File: src/rtl/tw_pkg.sv
package tw_pkg;

    typedef enum logic [1:0] {
        TW_IDLE,
        TW_L1,
        TW_ENT,
        TW_REPLY
    } tw_state_e;

    // log2 of page size in bytes for a page-size code; code 3 maps to 64 KB
    function automatic logic [4:0] page_log2(input logic [1:0] code);
        unique case (code)
            2'd0:    page_log2 = 5'd12;
            2'd1:    page_log2 = 5'd14;
            default: page_log2 = 5'd16;
        endcase
    endfunction

endpackage

File: src/rtl/tw_addr_gen.sv
module tw_addr_gen
    import tw_pkg::*;
#(
    parameter int ID_W = 20,
    parameter int AW   = 52
) (
    input  logic [AW-1:0]   base,
    input  logic [ID_W-1:0] id,
    input  logic [1:0]      pgsz,
    input  logic [2:0]      esz_lg,
    input  logic            two_level,
    input  logic [AW-1:0]   l2_base,
    output logic [AW-1:0]   l1_addr,
    output logic [AW-1:0]   ent_addr
);
    localparam int DESC_LG = 3;

    logic [4:0]  pg_lg;
    logic [5:0]  slots_lg;
    logic [63:0] id64, base64, l2b64;
    logic [63:0] l1_idx, slot_mask, l2_off, flat_addr;

    always_comb begin
        pg_lg     = page_log2(pgsz);
        slots_lg  = {1'b0, pg_lg} - {3'b000, esz_lg};
        id64      = 64'(id);
        base64    = 64'(base);
        l2b64     = 64'(l2_base);
        l1_idx    = id64 >> (pg_lg - 5'(DESC_LG));
        l1_addr   = AW'(base64 + (l1_idx << DESC_LG));
        slot_mask = (64'd1 << slots_lg) - 64'd1;
        l2_off    = (id64 & slot_mask) << esz_lg;
        flat_addr = base64 + (id64 << esz_lg);
        ent_addr  = AW'(two_level ? (l2b64 + l2_off) : flat_addr);
    end
endmodule

File: src/rtl/tw_desc_dec.sv
module tw_desc_dec #(
    parameter int AW = 52
) (
    input  logic [63:0]   desc,
    input  logic [1:0]    pgsz,
    output logic          valid,
    output logic [AW-1:0] l2_base
);
    localparam int VBIT    = 63;
    localparam int KEEP_LG = 51;

    logic [5:0]  keep;
    logic [63:0] shifted;

    always_comb begin
        valid   = desc[VBIT];
        keep    = 6'(KEEP_LG) - {4'b0000, pgsz};
        shifted = (desc >> pgsz) & ((64'd1 << keep) - 64'd1);
        l2_base = AW'(shifted);
    end
endmodule

File: src/rtl/tbl_walker.sv
module tbl_walker
    import tw_pkg::*;
#(
    parameter int ID_W = 20,
    parameter int AW   = 52
) (
    input  logic            clk,
    input  logic            rst_n,
    input  logic            req_valid,
    output logic            req_ready,
    input  logic [ID_W-1:0] req_id,
    output logic            rsp_valid,
    output logic            rsp_hit,
    output logic [63:0]     rsp_entry,
    output logic            mem_req,
    output logic [AW-1:0]   mem_addr,
    input  logic            mem_ack,
    input  logic [63:0]     mem_rdata,
    input  logic            mem_fault,
    input  logic [AW-1:0]   cfg_base,
    input  logic [1:0]      cfg_pgsz,
    input  logic [2:0]      cfg_esz_lg,
    input  logic            cfg_two_level
);
    tw_state_e       state, state_nx;
    logic [ID_W-1:0] id_q;
    logic [AW-1:0]   l2_q;
    logic [63:0]     entry_q;
    logic            hit_q;
    logic [AW-1:0]   l1_addr, ent_addr, dec_l2;
    logic            dec_valid;
    logic            accept;

    tw_addr_gen #(.ID_W(ID_W), .AW(AW)) u_addr (
        .base(cfg_base), .id(id_q), .pgsz(cfg_pgsz), .esz_lg(cfg_esz_lg),
        .two_level(cfg_two_level), .l2_base(l2_q),
        .l1_addr(l1_addr), .ent_addr(ent_addr)
    );

    tw_desc_dec #(.AW(AW)) u_dec (
        .desc(mem_rdata), .pgsz(cfg_pgsz), .valid(dec_valid), .l2_base(dec_l2)
    );

    assign accept = req_valid && (state == TW_IDLE);

    // next-state logic
    always_comb begin
        state_nx = state;
        unique case (state)
            TW_IDLE:  if (req_valid) state_nx = cfg_two_level ? TW_L1 : TW_ENT;
            TW_L1:    if (mem_ack)   state_nx = (mem_fault || !dec_valid) ? TW_REPLY : TW_ENT;
            TW_ENT:   if (mem_ack)   state_nx = TW_REPLY;
            TW_REPLY: state_nx = TW_IDLE;
            default:  state_nx = TW_IDLE;
        endcase
    end

    // state register
    always_ff @(posedge clk or negedge rst_n) begin
        if (!rst_n) state <= TW_IDLE;
        else        state <= state_nx;
    end

    // walk data registers
    always_ff @(posedge clk or negedge rst_n) begin
        if (!rst_n) begin
            id_q    <= '0;
            l2_q    <= '0;
            entry_q <= '0;
            hit_q   <= 1'b0;
        end else begin
            if (accept) begin
                id_q    <= req_id;
                entry_q <= '0;
                hit_q   <= 1'b0;
            end
            if (state == TW_L1 && mem_ack && !mem_fault) l2_q <= dec_l2;
            if (state == TW_ENT && mem_ack) begin
                entry_q <= mem_fault ? 64'd0 : mem_rdata;
                hit_q   <= !mem_fault && mem_rdata[0];
            end
        end
    end

    // outputs
    always_comb begin
        req_ready = (state == TW_IDLE);
        rsp_valid = (state == TW_REPLY);
        rsp_hit   = rsp_valid && hit_q;
        rsp_entry = rsp_valid ? entry_q : 64'd0;
        mem_req   = (state == TW_L1) || (state == TW_ENT);
        mem_addr  = (state == TW_L1) ? l1_addr : ent_addr;
    end


    addr_hold_chk: assert property (@(posedge clk) disable iff (!rst_n)
        (mem_req && !mem_ack) |=> (mem_req && $stable(mem_addr)));


    busy_chk: assert property (@(posedge clk) disable iff (!rst_n)
        (req_valid && req_ready) |=> !req_ready);


    rsp_pulse_chk: assert property (@(posedge clk) disable iff (!rst_n)
        rsp_valid |=> !rsp_valid);


    hit_bit_chk: assert property (@(posedge clk) disable iff (!rst_n)
        rsp_hit |-> (rsp_valid && rsp_entry[0]));


    fault_end_chk: assert property (@(posedge clk) disable iff (!rst_n)
        (mem_req && mem_ack && mem_fault) |=> (rsp_valid && !rsp_hit && rsp_entry == 64'd0));


    l1_gate_chk: assert property (@(posedge clk) disable iff (!rst_n)
        (state == TW_L1 && mem_ack && !mem_fault && !mem_rdata[63])
            |=> (rsp_valid && !rsp_hit && !mem_req));
endmodule

File: config.mk
export PLATFORM = sky130hd
export DESIGN_NAME = tbl_walker
export DESIGN_NICKNAME = d
export VERILOG_FILES = /design/src/rtl/tw_pkg.sv /design/src/rtl/tw_addr_gen.sv /design/src/rtl/tw_desc_dec.sv /design/src/rtl/tbl_walker.sv
export SDC_FILE = /design/constraint.sdc
export NUM_CORES = 1
export LEC_CHECK = 0
export BUFFER_PORTS_ARGS = -buffer_cell sky130_fd_sc_hd__buf_2
export CORE_MARGIN = 2
export CORE_UTILIZATION = 63
export CTS_CLUSTER_DIAMETER = 100
export DETAILED_ROUTE_END_ITERATION = 10
export HOLD_SLACK_MARGIN = 0.08
export PLACE_DENSITY = 0.93
export RECOVER_POWER = 25
export SLEW_MARGIN = 10
export SYNTH_ARGS = -nofsm -noshare
export SYNTH_HDL_FRONTEND = slang
export SYNTH_SLANG_ARGS = --single-unit
File: constraint.sdc
create_clock -name clk -period 16 [get_ports clk]
set_input_delay 3.2 -clock clk [delete_from_list [all_inputs] [get_ports clk]]
set_output_delay 3.2 -clock clk [all_outputs]
set_load 0.1 [all_outputs]
; ---- Yosys cells after proc, flatten, opt, wreduce, memory -nomap -nowiden
; Cells that the tools add are included.
[word_totals]
regBits = 139
wordCells = 57
[op_classes]
add_sub_neg = 8
n_eq_ne = 7
shift = 6
n_mux = 15
bitwise_logic = 2
reduce_logical = 14
[op_table]
columns = operator, count
row1 = $mux 64, 4
row2 = $add 52x52->52, 3
row3 = $mux 52, 2
row4 = $and 20x64->64, 1
row5 = $shl 1x6->64 const A, 1
row6 = $shl 64x3->52, 1
row7 = $shr 64x2->52, 1
row8 = $sub 64x1->64 const B, 1
row9 = $and 52x52->52, 1
row10 = $shl 1x6->52 const A, 1
row11 = $shl 20x3->52, 1
row12 = $sub 52x1->52 const B, 1
row13 = $shr 20x5->49, 1
row14 = $pmux 5 s2, 1
row15 = $mux 2, 4
row16 = $pmux 2 s4, 1
row17 = $logic_and 1x1->1, 6
row18 = $ne 2x2->1 const B, 3
row19 = $sub 5x3->6, 1
row20 = $sub 5x3->6 const A, 1
row21 = $sub 5x2->5 const B, 1
row22 = $eq 2x1->1 const B, 2
row23 = $eq 2x2->1 const B, 2
row24 = $logic_not 2->1, 2
row25 = other kinds (5), 9

; ---- Longest topological paths before layout
; Gate-level depths: netlist of run 1.
[depth]
word_depth = 10
depth_mapped = 30
mapped_depth_nobuf = 23

; ---- Hierarchy
; From an unflattened synthesis of run 1, not the netlist that was laid out.
[hier_totals]
hier_cells = 1787
area_unflattened_um2 = 16128.0
[by_module_without_submodules]
columns = mod, instances, cells_each, area_each_um2
row1 = tw_addr_gen, 1, 1268, 8553.2
row2 = tbl_walker, 1, 447, 6307.3
row3 = tw_desc_dec, 1, 72, 1267.5

; ---- Worst setup path before layout of run 1
; OpenSTA, ideal clock, no wires.
[synth_timing]
path_type = input port to output port
startpoint = input port cfg_pgsz[1]
endpoint = output port mem_addr[32]
arrival_time_ns = 11.601
t_required_ns = 12.800
setup_slack_ns = 1.199
stages = 26
n_path_buf = 5
cell_sequence = buf_2 > buf_2 > clkinv_1 > ha_1 > and2_1 > a221oi_2 > nor2_1 > buf_2 > nor2_1 > nand2_1 > ha_1 > clkbuf_1 > mux2_2 > a22oi_1 > mux2_2 > o22ai_1 > ha_1 > a21oi_2 > o21ai_0 > or3_1 > o31ai_1 > a21o_1 > buf_2 > a21oi_1 > xnor2_1 > o311ai_0
[synth_via]
elab_chain_cells = 10
elab_cells_between_ends = 14
classes_between = add/sub (5) / eq/ne (1) / shift (3) / mux (3) / bitwise (1) / reduce/logical (1)
[synth_lines]
columns = element, line_no
row1 = "start, declared", tbl_walker.sv:21  ; input logic [1:0] cfg_pgsz,
row2 = $eq 2x1->1 / $logic_not 2->1 (equally long branches), tw_pkg.sv:12  ; unique case (code)
row3 = $pmux 5 s2 (*), tw_pkg.sv:12
row4 = $sub 5x3->6, tw_addr_gen.sv:25  ; slots_lg = {1'b0, pg_lg} - {3'b000, esz_lg};
row5 = $shl 1x6->64, tw_addr_gen.sv:31  ; slot_mask = (64'd1 << slots_lg) - 64'd1;
row6 = $sub 64x1->64, tw_addr_gen.sv:31
row7 = $and 20x64->64, tw_addr_gen.sv:32  ; l2_off = (id64 & slot_mask) << esz_lg;
row8 = $shl 64x3->52, tw_addr_gen.sv:32
row9 = $add 52x52->52, tw_addr_gen.sv:34  ; ent_addr = AW'(two_level ? (l2b64 + l2_off) : flat_addr);
row10 = $mux 52, tw_addr_gen.sv:34
row11 = $mux 52 (*), tbl_walker.sv:92  ; mem_addr = (state == TW_L1) ? l1_addr : ent_addr;
row12 = "end, declared", tbl_walker.sv:16  ; output logic [AW-1:0] mem_addr,
; Mark *: on every way between the ends. The rest lies on a longest branch, timed or not.

; ---- Worst setup path after layout of run 1
[layout_timing]
startpoint = input port cfg_esz_lg[2]
endpoint = output port mem_addr[33]
[layout_via]
elab_chain_cells = 8
elab_cells_between_ends = 10
classes_between = add/sub (4) / shift (3) / mux (2) / bitwise (1)
[layout_lines]
columns = element, line_no
row1 = "start, declared", tbl_walker.sv:22  ; input logic [2:0] cfg_esz_lg,
row2 = $sub 5x3->6, tw_addr_gen.sv:25
row3 = $shl 1x6->64, tw_addr_gen.sv:31
row4 = $sub 64x1->64, tw_addr_gen.sv:31
row5 = $and 20x64->64, tw_addr_gen.sv:32
row6 = $shl 64x3->52, tw_addr_gen.sv:32
row7 = $add 52x52->52, tw_addr_gen.sv:34
row8 = $mux 52 (*), tw_addr_gen.sv:34
row9 = $mux 52 (*), tbl_walker.sv:92
; Marked as above.

==> impl_metrics.py, run 1 <==
metrics = {
    "logic_synthesis": {
        "synth-edff-count": 0,
        "synth.yosys.warnings": 0,
        "async_flop_share": 1.00,
        "synth_area_mm2": 0.0152,
        "yosysSeqAreaShare": 0.228,
        "yosys.cell_types.count": 95,
        "syn_inst": 1743,
        "ys.flop_type": "dfrtp_1",
        "syn-num-nets": 1966,
        "ys_ff_latch": 138,
        "avgSynthCellArea_um2": 8.70,
    },
    "global_route": {
        "grt_max_degree": 76,
        "first_global_vias": 14626,
        "grt_overflow": 0,
        "antenna_found_initial": 0,
        "grt_usage": 0.386,
        "grt_pass1_wl_um": 79000,
    },
    "setup_path": {
        "cp_top_family": "simple AND/OR/NAND/NOR gates",
        "crit_start": "cfg_esz_lg[2]",
        "r2r_start": "state[1]",
        "required_ns": 12.80,
        "rr_endpoint": "l2_q[7]",
        "slowest_stage": "ha_1",
        "cp_slowest_stage_delay_ns": 0.81,
        "path_buf_inv": 3,
        "ff2ff_setup_slack_ns": 12.13,
        "worstRegToRegCells": 6,
        "path_class": "primary input to output pin",
        "arrival_ns": 11.25,
        "worstSetupStartpointType": "primary input",
        "crit_cells": 25,
        "crit_path_max_fanout": 34,
        "cp-end-kind": "output pin",
        "crit_end": "mem_addr[33]",
    },
    "pwr": {
        "switching_share": 0.600,
        "power.leakage_nw": 7.66,
        "power_density_mw_per_mm2": 212,
        "power.total_mw": 3.62,
        "internal-power_mw": 1.45,
        "comb_power_share": 0.689,
        "ir_drop_uv": 246,
        "p_clk_frac": 0.116,
        "p_switching_mw": 2.17,
        "power_frac_seq": 0.195,
    },
    "timing": {
        "tns_ns": 0,
        "holdWs_ns": 0.504,
        "hold_viol": 0,
        "setup_slack_ns": 1.55,
        "min_period_ns": 14.45,
        "skew_ns": 0.0184,
        "slew_headroom": -1.65,
        "min_period_over_period": 0.903,
        "setup_violations": 0,
        "tightest_slew_ns": 3.97,
        "slew_viol_final": 238,
        "rsz0062_at_grt": "false",
        "fmax_mhz": 69.2,
    },
    "finish": {
        "insertedDiodeCount": 0,
        "final_nets": 2141,
        "drive_gt1_frac": 0.247,
        "synthToLayoutAreaGrowth_pct": 12.6,
        "final_util": 0.726,
    },
    "route": {
        "dr.pass1.iters": 6,
        "drc": 0,
        "wl_per_cell_um": 22.5,
        "final_antenna_net_count": 0,
        "vias": 15559,
        "wl_um": 50600,
        "viasPerCell": 6.92,
        "drt_iter0_drc": 2133,
    },
    "clock_network": {
        "root_buffer": "clkbuf_16",
        "h-tree-depth": 4,
        "cts_hold_buf": 0,
        "cts_tree": "built",
        "clk_pin_slew_worst_paths_ns": 0.06,
        "numCtsBuffers": 17,
        "cts_setup_buffers": 0,
        "ctsResizeCount": 0,
        "clockBufferDepth": 2,
        "clkSinkCount": 138,
        "clk_latency_ns": 0.44,
    },
    "outcome": {
        "violations": "capacitance limit, slew limit",
        "status": "complete, but fails checks",
    },
    "min_path": {
        "whs_path_depth": 1,
        "hold_class": "flop to flop",
    },
    "floorplanning": {
        "die_h_um": 159,
        "die_area_mm2": 0.0253,
        "start_util": 0.644,
        "fp.dieW_um": 159,
        "fp.coreArea_mm2": 0.0235,
        "pin_count": 267,
        "rows": 56,
    },
    "place": {
        "dp_hpwl_um": 37400,
        "portBuffers": 266,
        "dpl_worst_slack_ns": 1.82,
        "gp_congestion": 0.980,
    },
    "job": {
        "maxCapViolCount": 4,
    },
}
cell families after synthesis:
group	after synthesis	synth area share
and+or+nand+nor	557	0.192
AOI/OAI and AO/OA	509	0.235
muxes	187	0.172
buffers and inverters	166	0.0445
DFF	138	0.228
xor gates and xnor gates	110	0.0635
adders and majority gates	76	0.0642
cell type report:
type | instances | area, um2
Clock buffer | 18 | 429
Clock inverter | 14 | 179
Fill cell | 1780 | 6460
Inverter | 45 | 169
Multi-Input combinational cell | 1439 | 11000
Sequential cell | 138 | 3450
Tap cell | 319 | 399
Timing Repair Buffer | 277 | 1410
sequential cells by signal, indices dropped and copies added, names as in the netlist:
register / count
entry_q: 64
l2_q: 52
state: 2
id_q: 20
power by group through the flow:
stage	registers (mW)	logic [mW]	clock network, mW
4_1_cts	0.690	2.46	0.421
3_5_place_dp	0.689	2.44	0
5_1_grt	0.714	2.63	0.437
3_3_place_gp	0.686	2.40	0
6_report	0.707	2.50	0.420
2_1_floorplan	0.595	2.01	0
cell usage in the layout, fill, tap and decap left out, types with 20 or more instances in the layout:
| master | instances |
|---|---|
| a211oi_1 | 20 |
| a21o_1 | 27 |
| a21oi_1 | 98 |
| a22o_1 | 67 |
| and2_1 | 79 |
| and3_1 | 25 |
| buf_2 | 262 |
| dfrtp_1 | 138 |
| ha_1 | 72 |
| inv_1 | 39 |
| mux2_2 | 83 |
| mux2i_1 | 52 |
| mux4_2 | 51 |
| nand2_1 | 146 |
| nand3_1 | 53 |
| nand4_1 | 31 |
| nor2_1 | 83 |
| nor2b_1 | 27 |
| nor3_1 | 31 |
| o211ai_1 | 23 |
| o21ai_0 | 98 |
| xnor2_1 | 57 |
| xor2_1 | 53 |
metal layers:
metal | GRT usage | routed length, um | vias to the layer above | share of wire
li1 | - | - | 6941 | -
met2 | 0.613 | 23300 | 1067 | 0.46
met4 | 0.121 | 1450 | 0 | 0.029
met3 | 0.0649 | 5500 | 153 | 0.11
met1 | 0.543 | 20400 | 7398 | 0.40
met5 | 0 | 0 | - | 0
how the worst min path moves through the flow:
stage / from / to / slack, ns
2_1_floorplan: entry_q[63] / entry_q[63] / 0.44
3_3_place_gp: entry_q[63] / entry_q[63] / 0.47
3_5_place_dp: entry_q[18] / entry_q[18] / 0.49
4_1_cts: entry_q[62] / entry_q[62] / 0.50
5_1_grt: entry_q[5] / entry_q[5] / 0.52
6_report: entry_q[62] / entry_q[62] / 0.50
synth_stat cells, types with 10 or more instances:
| library cell | number | share of area |
|---|---|---|
| a22o_1 | 67 | 0.039 |
| or3_1 | 15 | 0.0062 |
| nor3_1 | 31 | 0.010 |
| nand4_1 | 31 | 0.013 |
| a22oi_1 | 10 | 0.0049 |
| and3_1 | 25 | 0.010 |
| o211ai_1 | 23 | 0.011 |
| a211oi_1 | 20 | 0.0099 |
| mux2i_1 | 52 | 0.034 |
| xnor2_1 | 57 | 0.033 |
| nor2b_1 | 27 | 0.011 |
| nor4_1 | 10 | 0.0041 |
| buf_1 | 16 | 0.0040 |
| nand2_1 | 146 | 0.036 |
| xor2_1 | 53 | 0.031 |
| a31oi_1 | 14 | 0.0058 |
| inv_1 | 39 | 0.0097 |
| o21a_1 | 17 | 0.0084 |
| buf_2 | 27 | 0.0089 |
| mux4_2 | 51 | 0.076 |
| mux2_2 | 84 | 0.062 |
| ha_1 | 73 | 0.060 |
| nand3_1 | 53 | 0.017 |
| o21ai_0 | 98 | 0.032 |
| nand2b_1 | 13 | 0.0054 |
| o22ai_1 | 14 | 0.0058 |
| dfrtp_1 | 138 | 0.23 |
| clkbuf_1 | 74 | 0.018 |
| and2_1 | 80 | 0.033 |
| nor2_1 | 84 | 0.021 |
| a21o_1 | 27 | 0.013 |
| a21oi_1 | 98 | 0.032 |
metrics by stage:
step	std cells	area [um2]
2_1_floorplan	1743	15200
3_3_place_gp	2218	16500
3_5_place_dp	2218	16500
4_1_cts	2250	17100
5_1_grt	2250	17100
6_report	2250	17100
Power figures use the tool's default switching activity.
==> run 2, diff against run 1 <==
--- a/config.mk
+++ b/config.mk
@@ -6,8 +6,10 @@
 export NUM_CORES = 1
 export LEC_CHECK = 0
 export BUFFER_PORTS_ARGS = -buffer_cell sky130_fd_sc_hd__buf_2
+export CELL_PAD_IN_SITES_DETAIL_PLACEMENT = 1
+export CELL_PAD_IN_SITES_GLOBAL_PLACEMENT = 1
 export CORE_MARGIN = 2
-export CORE_UTILIZATION = 63
+export CORE_UTILIZATION = 47
 export CTS_CLUSTER_DIAMETER = 100
 export DETAILED_ROUTE_END_ITERATION = 10
 export HOLD_SLACK_MARGIN = 0.08
==> run 2 against run 1 <==
Compared with the run above: the run still ends with capacitance limit, slew limit left; sequential power up 2%; final area increased by 0.70%; flip-flop and latch count unchanged; critical path type unchanged; largest cell class unchanged; highest routed layer is now met5.
==> impl_metrics.py, run 2 (synthesis gave the netlist of run 1 again) <==
metrics = {
    "finish": {
        "insertedDiodeCount": 0,
        "largest_register_ffs": 64,
        "drive_gt1_frac": 0.249,
        "largest_register": "entry_q",
        "mostFrequentLayoutCells": "buf_2, nand2_1, dfrtp_1, o21ai_0, a21oi_1",
        "final_common_cell": "buf_2",
        "reg.largest.list": "entry_q: 64 flops, l2_q: 52 flops, id_q: 20 flops",
        "synthToLayoutAreaGrowth_pct": 13.4,
        "final_nets": 2144,
    },
    "timing": {
        "skew_ns": 0.0108,
        "min_period_over_period": 0.912,
        "slew_viol_final": 181,
        "slew_headroom": -2.02,
        "hold_viol": 0,
        "fmax_mhz": 68.6,
        "setup_violations": 0,
        "rsz0062_at_grt": "false",
        "min_period_ns": 14.59,
        "tightest_slew_ns": 4.53,
        "tns_ns": 0,
    },
    "outcome": {
        "violations": "capacitance limit, slew limit",
        "status": "complete, but fails checks",
    },
    "setup_path": {
        "worstSetupStartpointType": "primary input",
        "arrival_ns": 11.39,
        "path_class": "primary input to output pin",
        "required_ns": 12.80,
        "ff2ff_setup_slack_ns": 12.01,
        "cp_slowest_stage_delay_ns": 0.82,
        "slowest_stage": "a21oi_1",
        "cp-end-kind": "output pin",
        "crit_path_max_fanout": 34,
    },
    "min_path": {
        "hold_class": "flop to flop",
    },
    "pwr": {
        "power.total_mw": 3.70,
        "ir_drop_uv": 284,
        "power.leakage_nw": 7.68,
        "power_density_mw_per_mm2": 215,
    },
    "route": {
        "met3_length_um": 4560,
        "vias": 15669,
        "routed.top_layer": "met5",
        "wl_met1_um": 24600,
        "dr_wl_met2_um": 28100,
        "wl_um": 58600,
        "viasPerCell": 6.71,
        "dr.pass1.iters": 5,
        "wl_per_cell_um": 25.1,
        "drc": 0,
        "drt_iter0_drc": 1368,
        "final_antenna_net_count": 0,
    },
    "clock_network": {
        "numCtsBuffers": 17,
        "clkSinkCount": 138,
        "cts_tree": "built",
        "ctsResizeCount": 0,
        "clockBufferDepth": 2,
        "clk_latency_ns": 0.45,
        "root_buffer": "clkbuf_16",
        "cts_setup_buffers": 0,
        "cts_hold_buf": 0,
        "h-tree-depth": 4,
        "clk_pin_slew_worst_paths_ns": 0.06,
    },
    "place": {
        "dp_hpwl_um": 43900,
        "gp_congestion": 0.969,
        "portBuffers": 266,
    },
    "global_route": {
        "antenna_found_initial": 2,
        "grt_overflow": 0,
        "grt_usage": 0.345,
        "first_global_vias": 15871,
        "grt_pass1_wl_um": 91400,
        "grt_max_degree": 84,
    },
    "job": {
        "maxCapViolCount": 3,
    },
    "floorplanning": {
        "fp.dieW_um": 184,
        "start_util": 0.479,
        "pin_count": 267,
        "rows": 65,
        "fp.coreArea_mm2": 0.0316,
        "die_area_mm2": 0.0337,
        "die_h_um": 184,
    },
}
## run 2: critical path, delay by kind of cell
kind                     cells  cell delay, ns
AO/OA/AOI/OAI                6            1.94
XOR/XNOR                     1            0.19
AND/OR/NAND/NOR             10            2.72
buffers and inverters        3            1.31
multiplexers                 2            0.32
adder cells (fa/ha/maj)      3            1.70
## run 2: cell type report
| class | count | area [um2] |
|---|---|---|
| fillers | 3796 | 14400 |
| multi-input cells | 1439 | 11000 |
| flip-flops and latches | 138 | 3450 |
| repair buffers | 280 | 1430 |
| well taps | 402 | 503 |
| clock buffers | 18 | 439 |
| inverters | 45 | 169 |
| clock inverters | 14 | 159 |
## run 2: metal layers
metal,GRT usage,vias up
met2,0.570,748
met4,0.107,2
met5,0,-
li1,-,6918
met3,0.0596,113
met1,0.463,7888
## run 2: power by group
group	switching (mW)	internal [mW]	total [mW]	leakage (nW)
combinational	1.85	0.711	2.57	5.63
sequential	0.216	0.503	0.720	1.76
clock	0.178	0.237	0.416	0.294
total	2.25	1.45	3.70	7.68
## run 2: path summary, 6_finish.rpt
check / endpoint / depth (start not counted) / from
max: mem_addr[33] / 25 / cfg_esz_lg[2]
min in group asynchronous: entry_q[51] / 1 / rst_n
min: entry_q[4] / 1 / entry_q[4]
max in group asynchronous: l2_q[40] / 1 / rst_n
min reg2reg: entry_q[4] / 1 / entry_q[4]
max reg2reg: l2_q[48] / 6 / state[1]
## run 2: per-stage QoR
step	setup WS, ns	std cells	hold slack, ns	utilization	cell area [um2]
after floorplan	1.20	1743	0.442	-	15200
after global placement	1.93	2304	0.465	0.525	16600
after detailed placement	1.62	2304	0.483	0.525	16600
after CTS	1.58	2336	0.502	0.544	17200
after global routing	0.886	2336	0.516	0.544	17200
final	1.41	2336	0.503	0.544	17200
